`src/rtl/aai_pkg.sv`:
```
package aai_pkg;

    localparam int ADDR_W = 24;
    localparam int BYTE_W = 8;
    localparam int CNT_W  = 3;

    localparam logic [BYTE_W-1:0] OP_PAIR_PROG  = 8'hAD;
    localparam logic [BYTE_W-1:0] OP_WREN_OFF   = 8'h04;
    localparam logic [BYTE_W-1:0] OP_SOBSY_ON   = 8'h70;
    localparam logic [BYTE_W-1:0] OP_SOBSY_OFF  = 8'h80;

    localparam logic [CNT_W-1:0] LEN_OPEN  = 3'd6;
    localparam logic [CNT_W-1:0] LEN_CONT  = 3'd3;
    localparam logic [CNT_W-1:0] LEN_SHORT = 3'd1;
    localparam logic [CNT_W-1:0] LEN_SAT   = 3'd7;

    typedef enum logic [1:0] {
        PS_IDLE,
        PS_LO,
        PS_HI,
        PS_WAIT
    } pstate_t;

    typedef struct packed {
        logic [BYTE_W-1:0] op;
        logic [CNT_W-1:0]  nbytes;
        logic [ADDR_W-1:0] addr;
        logic [BYTE_W-1:0] d0;
        logic [BYTE_W-1:0] d1;
    } frame_t;

    function automatic logic [ADDR_W-1:0] pair_odd(input logic [ADDR_W-1:0] a);
        return {a[ADDR_W-1:1], 1'b1};
    endfunction

    function automatic logic [ADDR_W-1:0] pair_even(input logic [ADDR_W-1:0] a);
        return {a[ADDR_W-1:1], 1'b0};
    endfunction

endpackage

```
`src/rtl/aai_frame_rx.sv`:
```
module aai_frame_rx
    import aai_pkg::*;
(
    input  logic              clk,
    input  logic              rst,
    input  logic              cs_n,
    input  logic              byte_valid,
    input  logic [BYTE_W-1:0] byte_in,
    input  logic              aai,
    output logic              cs_rise,
    output frame_t            fr
);

    logic cs_q;

    assign cs_rise = cs_n && !cs_q;

    always_ff @(posedge clk) begin
        if (rst) begin
            cs_q <= 1'b1;
            fr   <= '0;
        end else begin
            cs_q <= cs_n;
            if (cs_n) begin
                fr.nbytes <= '0;
            end else if (byte_valid) begin
                case (fr.nbytes)
                    3'd0: fr.op <= byte_in;
                    3'd1: if (aai) fr.d0 <= byte_in; else fr.addr[23:16] <= byte_in;
                    3'd2: if (aai) fr.d1 <= byte_in; else fr.addr[15:8]  <= byte_in;
                    3'd3: if (!aai) fr.addr[7:0] <= byte_in;
                    3'd4: if (!aai) fr.d0 <= byte_in;
                    3'd5: if (!aai) fr.d1 <= byte_in;
                    default: ;
                endcase
                if (fr.nbytes != LEN_SAT)
                    fr.nbytes <= fr.nbytes + 1'b1;
            end
        end
    end

endmodule

```
`src/rtl/aai_prog_ctl.sv`:
```
module aai_prog_ctl
    import aai_pkg::*;
#(
    parameter int PROG_CYC = 16
) (
    input  logic              clk,
    input  logic              rst,
    input  logic              cs_rise,
    input  frame_t            fr,
    input  logic              wel,
    input  logic [ADDR_W-1:0] lim,
    output logic              wr_en,
    output logic [ADDR_W-1:0] wr_addr,
    output logic [BYTE_W-1:0] wr_data,
    output logic              busy,
    output logic              aai,
    output logic              hwb_en,
    output logic              wel_clr
);

    localparam int TW = $clog2(PROG_CYC + 1);
    localparam logic [TW-1:0] T_LOAD = TW'(PROG_CYC - 1);

    pstate_t           st;
    logic [TW-1:0]     tmr;
    logic [ADDR_W-1:0] ptr;
    logic [ADDR_W-1:0] cur;
    logic [BYTE_W-1:0] dat0, dat1;

    logic is_pair, is_short, go_open, go_cont, hit_off, hit_on, hit_quiet;

    always_comb begin
        is_pair   = cs_rise && (fr.op == OP_PAIR_PROG) && (st == PS_IDLE) && wel;
        is_short  = cs_rise && (fr.nbytes == LEN_SHORT);
        go_open   = is_pair && !aai && (fr.nbytes == LEN_OPEN) && (pair_odd(fr.addr) <= lim);
        go_cont   = is_pair && aai && (fr.nbytes == LEN_CONT) && (pair_odd(ptr) <= lim);
        hit_off   = is_short && (fr.op == OP_WREN_OFF);
        hit_on    = is_short && !aai && (fr.op == OP_SOBSY_ON);
        hit_quiet = is_short && !aai && (fr.op == OP_SOBSY_OFF);
    end

    always_ff @(posedge clk) begin
        if (rst) begin
            st      <= PS_IDLE;
            tmr     <= '0;
            ptr     <= '0;
            cur     <= '0;
            dat0    <= '0;
            dat1    <= '0;
            aai     <= 1'b0;
            hwb_en  <= 1'b0;
            wel_clr <= 1'b0;
        end else begin
            wel_clr <= 1'b0;
            case (st)
                PS_IDLE: begin
                    if (go_open) begin
                        cur  <= pair_even(fr.addr);
                        dat0 <= fr.d0;
                        dat1 <= fr.d1;
                        aai  <= 1'b1;
                        st   <= PS_LO;
                    end else if (go_cont) begin
                        cur  <= ptr;
                        dat0 <= fr.d0;
                        dat1 <= fr.d1;
                        st   <= PS_LO;
                    end
                end
                PS_LO: st <= PS_HI;
                PS_HI: begin
                    st  <= PS_WAIT;
                    tmr <= T_LOAD;
                end
                PS_WAIT: begin
                    if (tmr == '0) begin
                        st <= PS_IDLE;
                        if (aai) begin
                            if (pair_odd(cur) == lim) begin
                                aai     <= 1'b0;
                                wel_clr <= 1'b1;
                            end else begin
                                ptr <= cur + ADDR_W'(2);
                            end
                        end
                    end else begin
                        tmr <= tmr - 1'b1;
                    end
                end
                default: st <= PS_IDLE;
            endcase
            if (hit_off) begin
                aai     <= 1'b0;
                wel_clr <= 1'b1;
            end
            if (hit_on)
                hwb_en <= 1'b1;
            else if (hit_quiet)
                hwb_en <= 1'b0;
        end
    end

    assign busy    = (st != PS_IDLE);
    assign wr_en   = (st == PS_LO) || (st == PS_HI);
    assign wr_addr = {cur[ADDR_W-1:1], (st == PS_HI)};
    assign wr_data = (st == PS_HI) ? dat1 : dat0;

endmodule

```
`src/rtl/aai_so_drv.sv`:
```
module aai_so_drv (
    input  logic cs_n,
    input  logic aai,
    input  logic hwb_en,
    input  logic busy,
    output logic so_oe,
    output logic so_lvl
);

    assign so_oe  = hwb_en && aai && !cs_n;
    assign so_lvl = !busy;

endmodule

```
`src/rtl/aai_word_seq.sv`:
```
module aai_word_seq
    import aai_pkg::*;
#(
    parameter int PROG_CYC = 16
) (
    input  logic        clk,
    input  logic        rst,
    input  logic        cs_n,
    input  logic        byte_valid,
    input  logic [7:0]  byte_in,
    input  logic        wel,
    input  logic [23:0] lim_addr,
    output logic        wr_en,
    output logic [23:0] wr_addr,
    output logic [7:0]  wr_data,
    output logic        busy,
    output logic        aai_flag,
    output logic        wel_clr,
    output logic        so_oe,
    output logic        so_lvl
);

    logic   cs_rise;
    logic   hwb_en;
    frame_t fr;

    aai_frame_rx u_rx (
        .clk        (clk),
        .rst        (rst),
        .cs_n       (cs_n),
        .byte_valid (byte_valid),
        .byte_in    (byte_in),
        .aai        (aai_flag),
        .cs_rise    (cs_rise),
        .fr         (fr)
    );

    aai_prog_ctl #(.PROG_CYC(PROG_CYC)) u_ctl (
        .clk     (clk),
        .rst     (rst),
        .cs_rise (cs_rise),
        .fr      (fr),
        .wel     (wel),
        .lim     (lim_addr),
        .wr_en   (wr_en),
        .wr_addr (wr_addr),
        .wr_data (wr_data),
        .busy    (busy),
        .aai     (aai_flag),
        .hwb_en  (hwb_en),
        .wel_clr (wel_clr)
    );

    aai_so_drv u_so (
        .cs_n   (cs_n),
        .aai    (aai_flag),
        .hwb_en (hwb_en),
        .busy   (busy),
        .so_oe  (so_oe),
        .so_lvl (so_lvl)
    );

endmodule

```
`config.mk`:
```
export PLATFORM = sky130hd
export DESIGN_NAME = aai_word_seq
export DESIGN_NICKNAME = d
export VERILOG_FILES = /design/src/rtl/aai_pkg.sv /design/src/rtl/aai_frame_rx.sv /design/src/rtl/aai_prog_ctl.sv /design/src/rtl/aai_so_drv.sv /design/src/rtl/aai_word_seq.sv
export SDC_FILE = /design/constraint.sdc
export NUM_CORES = 1
export LEC_CHECK = 0
export BUFFER_PORTS_ARGS = -buffer_cell sky130_fd_sc_hd__buf_2
export CELL_PAD_IN_SITES_DETAIL_PLACEMENT = 1
export CELL_PAD_IN_SITES_GLOBAL_PLACEMENT = 1
export CORE_ASPECT_RATIO = 1.25
export CORE_MARGIN = 5
export CORE_UTILIZATION = 49
export CTS_CLUSTER_DIAMETER = 40
export DETAILED_ROUTE_END_ITERATION = 6
export HOLD_SLACK_MARGIN = 0.08
export PLACE_DENSITY_LB_ADDON = 0.1
export RECOVER_POWER = 25
export SYNTH_ARGS = -nofsm -noshare
export SYNTH_HDL_FRONTEND = slang
export SYNTH_SLANG_ARGS = --single-unit
```
`constraint.sdc`:
```
create_clock -name clk -period 3.7 [get_ports clk]
set_input_delay 0.37 -clock clk [delete_from_list [all_inputs] [get_ports clk]]
set_output_delay 0.37 -clock clk [all_outputs]
set_load 0.005 [all_outputs]
```
==> summary.md <==
| Metric | Value |
|---|---|
| Status | complete, but fails checks |
| Failing checks | capacitance limit, slew limit |
| Sw Pwr | 812 uW |
| Post-route insts no fill | 1,008 |
| Die Area | 16,200 sq um |
| Tot Pwr | 3.31 mW |
| Clock Power Share | 52.2% |
| Slew Limit Fails | 82 |
| Post-route DRC | 0 |
| Crit. End Element | flop |
| Iteration-0 DRC Markers | 283 |
| Die width | 115 microns |
| Filler Cell Count | 1,635 |
| Drt via density | 5.78 |
| Number of buffers created by CTS | 17 |
| Actual slew at the worst max-slew pin | 1.65 ns |
| CTS tree | yes |
| CTS Root Buffer Type | clkbuf_16 |
| Synthesized area | 6750 sq um |
| Core footprint | 13,700 sq um |
| Overflow after GRT | 0 |
| Critical path peak fanout | 47 |
| Cell Int Power | 2.50 mW |
| Largest net degree at the start of global routing | 82 |
| Avg Inst Size Synth | 8.88 sq um |
| Clock slew at reported path FFs | 0.06 ns |
| H-tree lvl count | 4 |
| Final period util | 82.7% |
| Gate Count Post-Synth | 760 |
| Antenna viol nets, final | 0 |
| Setup violations, final | 0 |
| Share of layout cells above drive strength 1 | 13.9% |
| TritonCTS Sinks | 123 |
| GRT Total Usage | 25.8% |
| CTS Hold Bufs | 0 |
| Vias in the first global route | 6,292 |
| Minimum clock period | 3.06 ns |
| Pleak | 3.29 nW |
| Commonest non-fill, non-tap cells in the layout | dfxtp_1 (123), nor2_1 (117), mux2i_1 (70), buf_2 (63), ha_1 (58) |
| MaxCap Viol Count | 1 |
| Vias | 5,825 |
| Final clock skew | 0.00640 ns |
| Worst setup SP type | flop |
| Critical Path AT | 3.36 ns |
| Ys Warns | 0 |
| Seq/Total Area, Yosys | 36.5% |
| Area Overhead vs Synth | 15.7% |
| Clock Path Buffers | 2 |
| WL per Instance | 20.2 microns |
| Crit path kind | flop to flop |
| Seq pwr share | 40.9% |
| Starting density of the core | 49.3% |
| Unrepaired setup endpoints after global routing | false |
| Register bit total from synthesis | 123 |
| Final hold vios | 0 |
| Post-synth cell types | 48 |
| Post-DP HPWL | 14.9 mm |
| WP data required | 4.00 ns |
| First-pass GRT wire length | 32.7 mm |
| IO buf count | 74 |
| Synth Net Count | 855 |
| Worst VDD drop | 0.000327 V |
| Routed WL | 20.4 mm |
| Most common cell after layout, fill and taps aside | dfxtp_1 |
| Drt first pass iters | 4 |
| Die height | 141 microns |
| Cell Count Post-Placement | 976 |
| PostCTS Resize Cnt | 0 |
| Inserted Diodes | 0 |
| Setup tns final | 0 ns |
| Fmax | 0.327 GHz |
| IO Pins | 75 |
| Worst slew margin | -9.87% |
| RePlAce Congestion | 1.01 |
| Worst hold-check path type | input pin to flop |
| PD cells | 424 nW/um^2 |
| Initial antenna violation count | 0 |
| Combinational Power Share | 6.9% |
| Clock Latency Late Sink | 0.43 ns |
| Nets@finish | 915 |
| Switching portion of total power | 24.5% |
| Post-CTS setup buffer count | 0 |
| Site Rows | 48 |
cells in the mapped netlist (all sizes together):
master	n	area share (%)
nor2	117	6.5
o31ai	2	0.22
or4	1	0.11
dfxtp	123	36
xnor2	16	2.1
a221oi	1	0.13
and2	3	0.28
mux2	8	1.3
nand2b	4	0.37
o41a	1	0.17
nor3b	2	0.22
and3	5	0.46
or3	1	0.093
mux2i	70	10
inv	36	2.0
a21boi	1	0.11
nand3b	3	0.33
a21oi	40	3.0
and4	3	0.39
o21a	1	0.11
nand2	37	2.1
nand3	32	2.4
o2bb2ai	1	0.13
nand4	21	1.9
o211a	1	0.15
buf	10	1.3
a221o	1	0.15
o31a	3	0.39
nor3	10	0.74
nor4b	2	0.26
o311ai	1	0.13
a211oi	52	5.8
a22oi	2	0.22
or2	1	0.093
a31oi	1	0.093
nand4b	2	0.26
or3b	1	0.17
nor4	8	0.96
o21ai	10	0.91
nor2b	5	0.46
ha	58	11
xor2	32	4.2
clkbuf	31	1.7
metal layers:
| layer | up-vias | GRT usage [%] | part of all wire, % |
|---|---|---|---|
| li1 | 2810 | - | - |
| met1 | 2818 | 29.5 | 40 |
| met2 | 140 | 44.7 | 51 |
| met3 | 57 | 5.07 | 4.1 |
| met4 | 0 | 13.6 | 4.7 |
| met5 | - | 0 | 0 |
area by class of cell:
class / count / area [sq um] / share of cell area (%)
Tap cell: 175 / 219 / 2.80
Multi-Input combinational cell: 560 / 3960 / 50.7
Sequential cell: 123 / 2460 / 31.5
Inverter: 36 / 135 / 1.73
Clock inverter: 14 / 170 / 2.18
Timing Repair Buffer: 82 / 423 / 5.42
Clock buffer: 18 / 439 / 5.62
state kept, by name (all words and copies together) (netlist names):
register       count
u_ctl.ptr         23
u_ctl.cur         23
u_rx.fr           50
u_ctl.dat1         8
u_ctl.tmr          5
u_ctl.aai          1
u_ctl.wel_clr      1
u_rx.cs_q          1
u_ctl.st           2
u_ctl.hwb_en       1
u_ctl.dat0         8
path summary, 6_finish.rpt:
path	slack (ns)	cells past startpoint	from	to
worst max-delay path	0.64	9	u_rx.fr[34]$_SDFFE_PP0P_	u_ctl.cur[4]$_SDFFE_PP0P_
worst min-delay path	0.24	2	cs_n	u_rx.cs_q$_SDFF_PP1_
worst max register to register	0.64	9	u_rx.fr[34]$_SDFFE_PP0P_	u_ctl.cur[4]$_SDFFE_PP0P_
worst min register to register	0.49	2	u_rx.fr[30]$_SDFFE_PP0P_	u_rx.fr[30]$_SDFFE_PP0P_
power by group through the flow:
| stage | Sequential, mW | Clock (mW) | Combinational, mW |
|---|---|---|---|
| 4_1_cts | 1.35 | 1.74 | 0.232 |
| 6_report | 1.35 | 1.73 | 0.229 |
| 5_1_grt | 1.35 | 1.82 | 0.252 |
| 2_1_floorplan | 1.38 | 0 | 0.131 |
| 3_5_place_dp | 1.38 | 0 | 0.227 |
| 3_3_place_gp | 1.38 | 0 | 0.217 |
critical path, stage by stage (launching register included):
cell and delay (ns):
dfxtp_1 0.34, ha_1 0.34, nand4_1 0.22, nor4_1 0.57, o31ai_1 0.26, o211a_1 0.24
o21ai_4 0.14, buf_4 0.45, nor2_1 0.10, a211oi_1 0.27
logic make-up (layout without fill, tap and decap cells):
kind of cell             Yosys count  in the layout  synth area share, %
AND/OR/NAND/NOR                  258            258                 18.1
flip-flops                       123            123                 36.5
AO/OA/AOI/OAI                    118            118                 11.7
multiplexers                      78             78                 11.7
buffers and inverters             77            150                 5.04
adder cells (fa/ha/maj)           58             58                 10.8
XOR/XNOR                          48             48                 6.23
per-stage QoR:
stage          hold WS, ns  cell area, sq um  setup WS, ns  utilization [%]
6_report             0.238              7810         0.639             57.0
2_1_floorplan        0.445              6750          1.24                -
5_1_grt              0.237              7810         0.425             57.0
3_3_place_gp         0.467              7220         0.579             52.7
4_1_cts              0.230              7830         0.618             57.2
3_5_place_dp         0.469              7220         0.522             52.7
Power figures use the tool's default switching activity.
